[config.mk]
export PLATFORM = sky130hd
export DESIGN_NAME = cart_bank_unit
export DESIGN_NICKNAME = d
export VERILOG_FILES = /design/src/rtl/cart_bank_unit.sv
export SDC_FILE = /design/constraint.sdc
export NUM_CORES = 1
export LEC_CHECK = 0
export BUFFER_PORTS_ARGS = -buffer_cell sky130_fd_sc_hd__buf_2
export CAP_MARGIN = 20
export CORE_MARGIN = 3
export CORE_UTILIZATION = 32
export DETAILED_ROUTE_END_ITERATION = 8
export HOLD_SLACK_MARGIN = 0.15
export MAX_ROUTING_LAYER = met4
export REMOVE_ABC_BUFFERS = 1
export SLEW_MARGIN = 15
export SYNTH_ARGS = -nofsm -noshare
export SYNTH_HDL_FRONTEND = slang
export SYNTH_SLANG_ARGS = --single-unit
[constraint.sdc]
create_clock -name clk -period 2.1 [get_ports clk]
set_input_delay 0 -clock clk [delete_from_list [all_inputs] [get_ports clk]]
set_output_delay 0 -clock clk [all_outputs]
set_load 0.01 [all_outputs]
[src/rtl/cart_bank_unit.sv]
module cart_bank_unit #(
  parameter int PRG_BANKS = 16,
  parameter int CHR_BANKS = 128
) (
  input  logic                                  clk,
  input  logic                                  rst_n,
  input  logic                                  wr_en,
  input  logic [15:0]                           wr_addr,
  input  logic [7:0]                            wr_data,
  input  logic [15:0]                           cpu_addr,
  input  logic [12:0]                           ppu_addr,
  output logic [4*$clog2(PRG_BANKS)-1:0]        prg_bank,
  output logic [8*$clog2(CHR_BANKS)-1:0]        chr_bank,
  output logic                                  mirror_horiz,
  output logic [$clog2(PRG_BANKS)+12:0]         prg_rom_addr,
  output logic [$clog2(CHR_BANKS)+9:0]          chr_rom_addr
);
  localparam int PB = $clog2(PRG_BANKS);
  localparam int CB = $clog2(CHR_BANKS);

  function automatic logic [PB-1:0] pwrap(input logic [7:0] v);
    logic [15:0] t;
    t = {8'd0, v} % 16'(PRG_BANKS);
    return t[PB-1:0];
  endfunction

  function automatic logic [CB-1:0] cwrap(input logic [7:0] v);
    logic [15:0] t;
    t = {8'd0, v} % 16'(CHR_BANKS);
    return t[CB-1:0];
  endfunction

  logic [7:0] mode, idx;
  logic [7:0] regs [8];
  logic       armed, prg_live, chr_live;

  wire [2:0] rgn     = wr_addr[15:13];
  wire       wr_mode = wr_en && rgn == 3'b011;
  wire       wr_mir  = wr_en && rgn == 3'b100;
  wire       wr_idx  = wr_en && rgn == 3'b101;
  wire       wr_dat  = wr_en && rgn == 3'b110;
  wire       wr_bank = wr_dat && armed;
  wire [2:0] sel     = idx[2:0];

  always_ff @(posedge clk) begin
    if (!rst_n) begin
      mode <= '0;
      idx <= '0;
      armed <= 1'b0;
      mirror_horiz <= 1'b0;
      prg_live <= 1'b0;
      chr_live <= 1'b0;
      for (int i = 0; i < 8; i++) regs[i] <= '0;
    end else begin
      if (wr_mode) begin
        mode <= wr_data;
        prg_live <= 1'b1;
      end
      if (wr_mir) mirror_horiz <= wr_data[0];
      if (wr_idx) begin
        idx <= wr_data;
        armed <= 1'b1;
      end
      if (wr_bank) begin
        regs[sel] <= wr_data;
        armed <= 1'b0;
        if (sel == 3'd4 || sel == 3'd5) prg_live <= 1'b1;
        else chr_live <= 1'b1;
      end
    end
  end

  logic [PB-1:0] pw [4];
  logic [CB-1:0] cw [8];

  always_comb begin
    pw[2] = pwrap(8'(PRG_BANKS - 2));
    pw[3] = pwrap(8'(PRG_BANKS - 1));
    if (!prg_live) begin
      pw[0] = pwrap(8'd0);
      pw[1] = pwrap(8'd1);
    end else if (mode[7]) begin
      pw[0] = pwrap({2'b00, mode[4:0], 1'b0});
      pw[1] = pwrap({2'b00, mode[4:0], 1'b1});
    end else begin
      pw[0] = pwrap(regs[4]);
      pw[1] = pwrap(regs[5]);
    end
  end

  always_comb begin
    if (!chr_live) begin
      for (int i = 0; i < 8; i++) cw[i] = cwrap(8'(i));
    end else begin
      cw[0] = cwrap({regs[0][7:1], 1'b0});
      cw[1] = cwrap({regs[0][7:1], 1'b1});
      cw[2] = cwrap({regs[2][7:1], 1'b0});
      cw[3] = cwrap({regs[2][7:1], 1'b1});
      cw[4] = cwrap(regs[6]);
      cw[5] = cwrap(regs[1]);
      cw[6] = cwrap(regs[7]);
      cw[7] = cwrap(regs[3]);
    end
  end

  for (genvar g = 0; g < 4; g++) begin : g_prg
    assign prg_bank[g*PB +: PB] = pw[g];
  end
  for (genvar g = 0; g < 8; g++) begin : g_chr
    assign chr_bank[g*CB +: CB] = cw[g];
  end

  assign prg_rom_addr = {pw[cpu_addr[14:13]], cpu_addr[12:0]};
  assign chr_rom_addr = {cw[ppu_addr[12:10]], ppu_addr[9:0]};


  arm_on_index_chk: assert property (@(posedge clk) disable iff (!rst_n)
    wr_idx |=> armed);

  disarm_after_load_chk: assert property (@(posedge clk) disable iff (!rst_n)
    (wr_dat && armed) |=> !armed);

  unarmed_data_ignored_chk: assert property (@(posedge clk) disable iff (!rst_n)
    (wr_dat && !armed) |=> ($stable(prg_bank) && $stable(chr_bank) && !armed));

  top_region_ignored_chk: assert property (@(posedge clk) disable iff (!rst_n)
    (wr_en && rgn == 3'b111) |=> ($stable(prg_bank) && $stable(chr_bank)
      && $stable(mirror_horiz) && $stable(armed)));

  mirror_capture_chk: assert property (@(posedge clk) disable iff (!rst_n)
    wr_mir |=> mirror_horiz == $past(wr_data[0]));

  pair_in_16k_chk: assert property (@(posedge clk) disable iff (!rst_n)
    (prg_live && mode[7]) |-> (PB'(pw[0] + 1'b1) == pw[1] || PRG_BANKS != (1 << PB)));
endmodule

Word level (Yosys, flattened, before mapping)
Memory sizes are Yosys's and may differ from the RTL's.
Index checks and enable logic that the tools add are counted.
Storage, ports and cells
  register bits after elaboration: 15
  bits in latches: 0
  bits in writable memories: 64
  memory bits (read-only): 0
  input port bits: 56
  output and inout port bits: 107
  logic and storage cells: 47
  memories kept: 1
Memory list
  regs: depth 8, width 8, rd ports 8, clocked after Yosys merged registers in 0, wr ports 8, RTL line 34  | logic [7:0] regs [8];
Cells by class
  add/sub/neg operators: 0
  multipliers: 0
  div/mod/pow operators: 0
  order comparisons: 2
  eq/ne operators: 6
  shifts and indexed selects: 0
  mux-type cells: 19
  bitwise operators: 4
  reductions and logical operators: 9
Operator list (count)
  56-bit two-way mux: 1
  8-bit two-way mux: 3
  7-bit binary-select mux with 3-bit select: 1
  3-bit equality test (second input constant): 5
  7-bit two-way mux: 2
  4-bit binary-select mux with 2-bit select: 1
  1-bit two-way mux: 8
  4-bit two-way mux: 2
  8-bit OR reduction: 1
  1-bit logical AND: 5
  4-bit >= comparator (second input constant): 1
  3-bit NOT with 4-bit output: 1
  3-bit by 2-bit equality test with 1-bit output (second input constant): 1
  3-bit >= comparator (second input constant): 1
  3-bit two-way mux: 1
  2-bit NOT with 3-bit output: 1
  1-bit NOT: 2
  2-bit AND reduction: 1
  2-bit OR reduction: 1
  1-bit logical OR: 1

Depth between registers and ports, before layout
Gate-level depths: netlist of run 1.
  word-level depth: 8
  mapped depth: 5
  gate-level depth less buffers: 3

Least setup slack after synthesis of run 1
OpenSTA, ideal clock, no wires.
  kind: register to register
  start point: reg armed
  end point: mem regs[6][0] (enable)
  setup time: 381 ps
  arrival time: 1363 ps
  required time: 1719 ps
  path slack: 357 ps
  cell stages (with the launch flop): 4
  path buffers: 0
  clock period less this slack: 1743 ps
  cell sequence: dfxtp_1 and4b_2 nand4_4 o21ai_0
RTL lines
  start, declared: RTL line 35  | logic armed, prg_live, chr_live;
  start signal, assigned: RTL line 49  | armed <= 1'b0;
  start signal, assigned: RTL line 62  | armed <= 1'b1;
  start signal, assigned: RTL line 66  | armed <= 1'b0;
  end, declared: RTL line 34

==> reports/qor.yml, run 1 <==
global_route:
  grt_max_degree: 33
  grt_use_met1_pct: 22.5
  grt_busiest_layer: "met2"
  met3_usage_pct: 3.46
  use_met2_pct: 25.2
  grt_overflow: 0
  antenna_found_initial: 0
  grt_usage_pct: 16.4
  grt_pass1_wl_um: 14400
  first_global_vias: 2601
hold_path:
  hp-class: "in -> reg"
yosys:
  ys_types: 39
  synth_flop_cell: "edfxtp_1"
  yosys_warnings: 0
  netlist_instances: 338
  ys_ff_latch: 59
  synth-edff-count: 48
  synthArstFlopShare_pct: 0
  yosysSeqAreaShare_pct: 48.6
  syn_area_per_cell_um2: 10.1
  syn_area_um2: 3420
clock_tree:
  post-cts-setup-buffers: 0
  cts_buffers: 9
  clockBufferDepth: 2
  insertion_delay_ps: 340
  cts_tree: "yes"
  clock_sinks: 59
  cts_root_buf: "clkbuf_8"
  htree_levels: 3
  path_clk_slew_ps: 70
floorplanning:
  die_w_um: 109
  fp.coreArea_um2: 10400
  ios: 163
  die_area_um2: 12000
  start_util_pct: 33.0
  die_y_um: 109
  rows: 37
worst_setup_path:
  cpMaxStageDelayCell: "dlygate4sd3_1"
  end_kind: "flop"
  critical_path_peak_fanout: 16
  worstPathCellList: "dlygate4sd3_1 > buf_2 > and4b_2 > nand4_4 > o21ai_0 > buf_4"
  crit_required_ps: 2150
  reg2reg_setup_slack_ps: 350
  path_buf_inv: 3
  critPathTopFamily: "buffers and inverters"
  critPathMaxStageDelay_ps: 520
  start_kind: "input pin"
  path_class: "in -> reg"
  crit_arrival_ps: 1880
timing:
  relSlewSlack_pct: 61.6
  tns_ps: 0
  period_share_pct: 87.4
  rsz0062_at_grt: "false"
  fin_worst_skew_ps: 7.24
  hold_violations: 0
  max_clock_freq_ghz: 0.545
  setup_viol: 0
  period_needed_ps: 1840
  hold_slack_ps: 167
  worst_slew_pin_slew_ps: 570
  drv_slew: 0
routing:
  drt_first_pass_iters: 4
  num_vias: 2645
  wl_per_cell_um: 16.5
  drcViolationCount: 0
  finalWirelength_um: 9430
  vias_per_cell: 4.62
  drt_iter0_drc: 161
  final_antenna_net_count: 0
flow_run:
  drv_cap: 0
placement:
  dp_hpwl_um: 6670
  io_buffers: 90
  gp_congestion: 0.834
pwr:
  irDropWorstVdd_v: 0.000339
  p_total_uw: 2590
  power-per-cell-area_nw_per_um2: 609
  power.leakage_uw: 0.00185
final_layout:
  nets: 487
  area.growth.synth_to_final_pct: 24.1
  layout_common_cells: "buf_2 (90), nor2_1 (64), edfxtp_1 (48)"
  drive_gt1_share_pct: 28.4
  layout_commonest_cell: "buf_2"
  n_antenna_cell: 0
run_status:
  run_status: "finished clean"
## synth_stat cells, types with 2 or more instances
master	count	area [um^2]
nand4b_1	2	17.5
mux2i_1	27	270
buf_4	48	360
nand2_1	18	67.6
nor2b_1	4	25.0
or3_1	4	25.0
nor2_1	64	240
nor3b_1	2	15.0
nor3_1	2	10.0
nand3_1	2	10.0
o221ai_1	7	61.3
buf_2	4	20.0
o21ai_0	9	45.0
nand2b_1	12	75.1
a211oi_1	2	15.0
conb_1	2	7.51
inv_1	5	18.8
buf_6	3	33.8
o31ai_1	2	15.0
edfxtp_1	48	1440
a21oi_1	2	10.0
dfxtp_1	11	220
and2_1	33	206
mux2_2	3	33.8
clkbuf_1	8	30.0
## tightest hold or removal path: stages
cell and delay (ps):
buf_2 110, and3b_1 230, a221oi_1 100
## area by class of cell
class                   instances  area, um^2
clock buffers                  11         131
multi-input cells             221        1340
flip-flops and latches         59        1660
fillers                      1027        6120
well taps                     136         170
inverters                       5        18.8
clock inverters                 5        55.1
repair buffers                135         873
## worst paths after layout
path / startpoint / to / cells after the start
worst max register to register: idx[2] / regs[5][1] / 3
worst min-delay path: wr_addr[15] / armed / 3
worst max-delay path: rst_n / regs[6][4] / 6
worst min register to register: armed / armed / 2
## sequential cells by signal (all words and copies together) (netlist names)
register      count
prg_live          1
regs             48
mirror_horiz      1
mode              4
idx               3
chr_live          1
armed             1
## report_power, final
part | internal [uW] | switching (uW)
logic | 112 | 146
registers | 1300 | 21.8
clock network | 545 | 466
total | 1950 | 633
## metal layers
metal	routed length, um	part of all wire [%]
met1	4130	44
met2	4430	47
met3	813	8.6
met4	64	0.68
met5	0	0
## kinds of logic after synthesis
group / Yosys count / share of synthesized area, %
compound gates: 27 / 5.41
buf+inv: 68 / 13.5
flops: 59 / 48.6
mux: 30 / 8.88
other cells: 2 / 0.219
simple gates: 152 / 23.4
## what timing repair did
action / CTS / global route
endpoints found under the setup margin: 0 / 1
endpoints found under the hold margin: 68 / 0
gates resized for setup: 0 / 1
hold buffers: 34 / 0
## through the flow
stage                     std cells  cell area, um^2  worst slack (ps)  utilization, %
after floorplan                 285             3020               251               -
after global placement          522             3720               411            35.9
after detailed placement        522             3720               386            35.9
after CTS                       572             4250               136            40.9
after global routing            572             4250               125            41.0
final                           572             4250               265            41.0
Power figures use the tool's default switching activity.
==> inputs of run 2 (changes only) <==
--- a/config.mk
+++ b/config.mk
@@ -10,6 +10,7 @@
 export CORE_MARGIN = 3
 export CORE_UTILIZATION = 32
 export DETAILED_ROUTE_END_ITERATION = 8
+export GPL_TIMING_DRIVEN = 0
 export HOLD_SLACK_MARGIN = 0.15
 export MAX_ROUTING_LAYER = met4
 export REMOVE_ABC_BUFFERS = 1
==> reports/qor.yml, run 2 (same netlist as run 1, synthesis figures left out) <==
placement:
  place_area_um2: 3640  # was 3720 um^2
  gp_congestion: 0.764  # was 0.834
  io_buffers: 90  # unchanged
  pre_cts_ws_ps: -319  # was 386 ps
  dp_hpwl_um: 6460  # was 6670 um
  placed_cells: 511  # was 522
final_layout:
  layout_commonest_cell: "buf_2"  # unchanged
  drive_gt1_share_pct: 27.6  # was 28.4%
  area.growth.synth_to_final_pct: 23.4  # was 24.1%
  n_antenna_cell: 0  # unchanged
  fin_cells: 564  # was 572
  largest_register: "regs"  # unchanged
  largest_reg_flops: 48  # unchanged
  nets: 479  # was 487
  finalInstanceArea_um2: 4220  # was 4250 um^2
  reg.largest.list: "regs (48), mode (4), idx (3)"  # unchanged
  fin_util_pct: 40.7  # was 41.0%
  layout_common_cells: "buf_2 (90), nor2_1 (64), edfxtp_1 (48)"  # unchanged
worst_setup_path:
  crit_arrival_ps: 1970  # was 1880 ps
  reg2reg_depth: 3  # unchanged
  end_kind: "flop"  # unchanged
  critPathTopFamily: "buffers and inverters"  # unchanged
  path_buf_inv: 2  # was 3
  reg2reg_setup_slack_ps: 140  # was 350 ps
  crit_required_ps: 2070  # was 2150 ps
  worstPathCellList: "dlygate4sd3_1 > buf_2 > and4b_2 > nand4_4 > o21ai_1"  # was dlygate4sd3_1 > buf_2 > and4b_2 > nand4_4 > o21ai_0 > buf_4
  reg2reg_to: "regs[6][1]"  # was regs[5][1]
  cpMaxStageDelayCell: "o21ai_1"  # was dlygate4sd3_1
  r2r_start: "armed"  # was idx[2]
  critical_path_peak_fanout: 16  # unchanged
  path_class: "in -> reg"  # unchanged
  critPathMaxStageDelay_ps: 640  # was 520 ps
  start_kind: "input pin"  # unchanged
timing:
  hold_violations: 0  # unchanged
  worst_slew_pin_slew_ps: 682  # was 570 ps
  period_needed_ps: 2000  # was 1840 ps
  period_share_pct: 95.4  # was 87.4%
  setup_ws_ps: 96.7  # was 265 ps
  rsz0062_at_grt: "true"  # was false
  drv_slew: 0  # unchanged
  max_clock_freq_ghz: 0.499  # was 0.545 GHz
  relSlewSlack_pct: 54.2  # was 61.6%
  fin_worst_skew_ps: 7.33  # was 7.24 ps
  setup_viol: 0  # unchanged
  tns_ps: 0  # unchanged
pwr:
  irDropWorstVdd_v: 0.000423  # was 0.000339 V
  power.leakage_uw: 0.00183  # was 0.00185 uW
  power-per-cell-area_nw_per_um2: 617  # was 609 nW/um^2
clock_tree:
  insertion_delay_ps: 340  # about the same
  htree_levels: 3  # unchanged
  cts_tree: "yes"  # unchanged
  clock_sinks: 59  # unchanged
  cts_buffers: 9  # unchanged
  path_clk_slew_ps: 70  # about the same
  clockBufferDepth: 2  # unchanged
  cts_root_buf: "clkbuf_8"  # unchanged
global_route:
  grt_pass1_wl_um: 13800  # was 14400 um
  antenna_found_initial: 0  # unchanged
  first_global_vias: 2556  # was 2601
  grt_usage_pct: 15.6  # was 16.4%
  grt_overflow: 0  # unchanged
  grt_max_degree: 47  # was 33
routing:
  wl_per_cell_um: 16.5  # about the same
  vias_per_cell: 4.77  # was 4.62
  met1_length_um: 4160  # was 4130 um
  met2_length_um: 4340  # was 4430 um
  num_vias: 2689  # was 2645
  drt_first_pass_iters: 4  # unchanged
  finalWirelength_um: 9310  # was 9430 um
  drcViolationCount: 0  # unchanged
  top_layer: "met4"  # unchanged
  drt_iter0_drc: 166  # was 161
  final_antenna_net_count: 0  # unchanged
  met3WireLength_um: 767  # was 813 um
floorplanning:
  fp.coreArea_um2: 10400  # unchanged
  die_w_um: 109  # unchanged
  die_area_um2: 12000  # unchanged
  ios: 163  # unchanged
  start_util_pct: 33.0  # unchanged
  die_y_um: 109  # unchanged
  rows: 37  # unchanged
run_status:
  run_status: "finished clean"  # unchanged
flow_run:
  drv_cap: 0  # unchanged
hold_path:
  holdPathEnd: "regs[0][6]"  # was armed
  hp-class: "in -> reg"  # unchanged
  min_from: "rst_n"  # was wr_addr[15]
  holdPathStages: 2  # was 3
==> run 2: cell count changes in the layout (fill, tap and decap cells not counted), moves of 2 or more <==
cell,previous run,this run
buf_4,11,0
clkinv_4,0,3
o21ai_1,1,5
clkbuf_1,2,0
dlygate4sd3_1,34,36
o21ai_0,9,3
o21ai_2,0,2
==> run 2: area by class of cell <==
class                   count  area (um^2)
inverters                   5         18.8
flip-flops and latches     59         1670
well taps                 136          170
clock inverters             7         77.6
repair buffers            127          826
multi-input cells         221         1340
fillers                  1017         6150
clock buffers               9          124
==> run 2: stage by stage <==
step                      total power, uW  hold slack, ps
final                                2600             191
after global routing                 2710             192
after CTS                            2610             248
after detailed placement             1520           0.229
after global placement               1520           0.229
after floorplan                      1430               0
==> run 2: worst register-to-register path, delay by kind of cell, from the launching register on <==
kind / cells / cell delay [ps]
AOI/OAI and AO/OA: 1 / 640
DFF: 1 / 340
and+or+nand+nor: 2 / 620
==> run 2: worst max-delay path by stage <==
stage / start / end / slack (ps) / cells past startpoint
finish: wr_addr[13] / regs[6][1] / 100 / 5
global placement: chr_live / chr_rom_addr[11] / -280 / 4
detailed placement: chr_live / chr_rom_addr[11] / -320 / 4
floorplan: armed / regs[1][0] / 250 / 3
CTS: wr_addr[13] / regs[1][0] / 30 / 5
global route: wr_addr[13] / regs[6][1] / -30 / 5
==> run 2: timing repair <==
| action | CTS | global route |
|---|---|---|
| cloned | 0 | 0 |
| resized for setup | 8 | 2 |
| hold endpoints to repair | 66 | 0 |
| setup endpoints to repair | 47 | 22 |
| hold buffers | 36 | 0 |
| buffers inserted | 0 | 1 |
==> run 2: report_power, final <==
part           internal [uW]  switching [uW]  leakage [uW]
clock                    555             481     0.0000998
sequential              1300            23.6      0.000585
combinational            107             143       0.00114
==> run 2: per-layer routing <==
layer,GRT usage (%),up-vias
met2,24.5,135
met3,3.99,7
met5,-,-
met4,2.67,0
met1,20.7,1269
li1,-,1278
==> inputs of run 3 (changes only) <==
==> constraint.sdc (replaced) <==
create_clock -name clk -period 2.1 [get_ports clk]
set_input_delay 0.21 -clock clk [delete_from_list [all_inputs] [get_ports clk]]
set_output_delay 0.21 -clock clk [all_outputs]
set_load 0.01 [all_outputs]
==> reports/qor.yml, run 3 (same netlist as run 1, synthesis figures left out) <==
worst_setup_path:
  end_kind: "flop"  # unchanged
  start_kind: "flop"  # was input pin
  worstPathCellList: "inv_1 > o21ai_1"  # was dlygate4sd3_1 > buf_2 > and4b_2 > nand4_4 > o21ai_1
  critPathMaxStageDelay_ps: 650  # was 640 ps
  critical_path_peak_fanout: 13  # was 16
  worstSetupStartpoint: "idx[0]"  # was wr_addr[13]
  critPathTopFamily: "flip-flops"  # was buffers and inverters
  path_class: "reg -> reg"  # was in -> reg
  cpMaxStageDelayCell: "dfxtp_1"  # was o21ai_1
  crit_arrival_ps: 1920  # was 1970 ps
  path_buf_inv: 1  # was 2
  crit_required_ps: 2060  # was 2070 ps
  r2r_start: "idx[0]"  # was armed
pwr:
  power.leakage_uw: 0.00168  # was 0.00183 uW
  irDropWorstVdd_v: 0.000421  # was 0.000423 V
  power-per-cell-area_nw_per_um2: 652  # was 617 nW/um^2
final_layout:
  largest_reg_flops: 48  # unchanged
  area.growth.synth_to_final_pct: 13.5  # was 23.4%
  drive_gt1_share_pct: 30.8  # was 27.6%
  fin_cells: 529  # was 564
  reg.largest.list: "regs (48), mode (4), idx (3)"  # unchanged
  fin_util_pct: 37.5  # was 40.7%
  n_antenna_cell: 0  # unchanged
  layout_common_cells: "buf_2 (90), nor2_1 (64), edfxtp_1 (48)"  # unchanged
  layout_commonest_cell: "buf_2"  # unchanged
  largest_register: "regs"  # unchanged
  nets: 444  # was 479
global_route:
  grt_max_degree: 25  # was 47
  grt_usage_pct: 15.0  # was 15.6%
  grt_pass1_wl_um: 13000  # was 13800 um
  first_global_vias: 2439  # was 2556
  grt_overflow: 0  # unchanged
  antenna_found_initial: 0  # unchanged
floorplanning:
  fp.coreArea_um2: 10400  # unchanged
  start_util_pct: 33.0  # unchanged
  die_area_um2: 12000  # unchanged
  die_w_um: 109  # unchanged
  ios: 163  # unchanged
  die_y_um: 109  # unchanged
  rows: 37  # unchanged
routing:
  num_vias: 2548  # was 2689
  vias_per_cell: 4.82  # was 4.77
  wl_per_cell_um: 16.4  # was 16.5 um
  final_antenna_net_count: 0  # unchanged
  finalWirelength_um: 8700  # was 9310 um
  drt_iter0_drc: 179  # was 166
  drt_first_pass_iters: 4  # unchanged
  drcViolationCount: 0  # unchanged
timing:
  fin_worst_skew_ps: 7.06  # was 7.33 ps
  worst_slew_pin_slew_ps: 667  # was 682 ps
  period_share_pct: 93.1  # was 95.4%
  relSlewSlack_pct: 55.2  # was 54.2%
  period_needed_ps: 1960  # was 2000 ps
  hold_violations: 0  # unchanged
  setup_viol: 0  # unchanged
  drv_slew: 0  # unchanged
  hold_slack_ps: 187  # was 191 ps
  setup_ws_ps: 144  # was 96.7 ps
  rsz0062_at_grt: "true"  # unchanged
  max_clock_freq_ghz: 0.511  # was 0.499 GHz
placement:
  gp_congestion: 0.764  # unchanged
  io_buffers: 90  # unchanged
  placed_cells: 511  # unchanged
  pre_cts_ws_ps: -529  # was -319 ps
  dp_hpwl_um: 6460  # unchanged
clock_tree:
  path_clk_slew_ps: 70  # about the same
  cts_buffers: 9  # unchanged
  htree_levels: 3  # unchanged
  cts_tree: "yes"  # unchanged
  cts_root_buf: "clkbuf_8"  # unchanged
  clockBufferDepth: 2  # unchanged
  insertion_delay_ps: 330  # was 340 ps
  clock_sinks: 59  # unchanged
hold_path:
  min_from: "wr_data[1]"  # was rst_n
  hp-class: "in -> reg"  # unchanged
flow_run:
  drv_cap: 0  # unchanged
run_status:
  run_status: "finished clean"  # unchanged
==> run 3: changes by cell type in the layout (fill, tap and decap cells not counted) <==
cell           change
a2111oi_1          +1
nor4_2             +1
dlygate4sd3_1     -35
buf_6              +1
nand2_1            -1
a2111oi_0          -1
nor4_1             -1
a211oi_2           +1
a211oi_1           -1
nand2_2            +1
buf_8              -1
==> run 3: layout make-up <==
class                           count  area (um^2)
Clock buffer                        9          124
Clock inverter                      7         77.6
Fill cell                        1046         6480
Inverter                            5         18.8
Multi-Input combinational cell    221         1360
Sequential cell                    59         1670
Tap cell                          136          170
Timing Repair Buffer               92          472
==> run 3: where the power goes <==
group	total, uW	switching [uW]	internal (uW)
logic	181	117	63.7
clock network	1030	477	555
registers	1320	23.7	1300
total	2530	618	1910
==> run 3: per-layer routing <==
layer	vias to the layer above	routed length (um)	GRT usage [%]
met5	-	0	-
met4	0	37	2.67
met3	4	978	5.70
met2	149	3870	22.1
met1	1187	3820	19.9
li1	1208	-	-
==> run 3: worst min-delay path, stage by stage <==
cell and delay, ps:
buf_2 130, mux2i_1 70, nor2_1 70
==> run 3: final timing paths <==
check	end	slack, ps	cells past startpoint
worst max-delay path	regs[3][1]	140	2
worst min-delay path	mode[1]	190	3
worst max register to register	regs[3][1]	140	2
worst min register to register	armed	490	2
==> run 3: stage by stage <==
step                      TNS (ps)  instance area (um^2)  power, uW
after global routing          -209                  3880       2640
after global placement      -12310                  3640       1520
after CTS                        0                  3860       2540
final                            0                  3880       2530
after detailed placement    -13760                  3640       1520
after floorplan                  0                  3020       1430
==> run 3: timing repair <==
item / 4_1_cts / 5_1_grt
setup endpoints to repair: 79 / 15
hold endpoints to repair: 1 / 0
buffers inserted: 1 / 0
hold buffers: 1 / 0
gates cloned: 0 / 0
gates resized for setup: 8 / 6
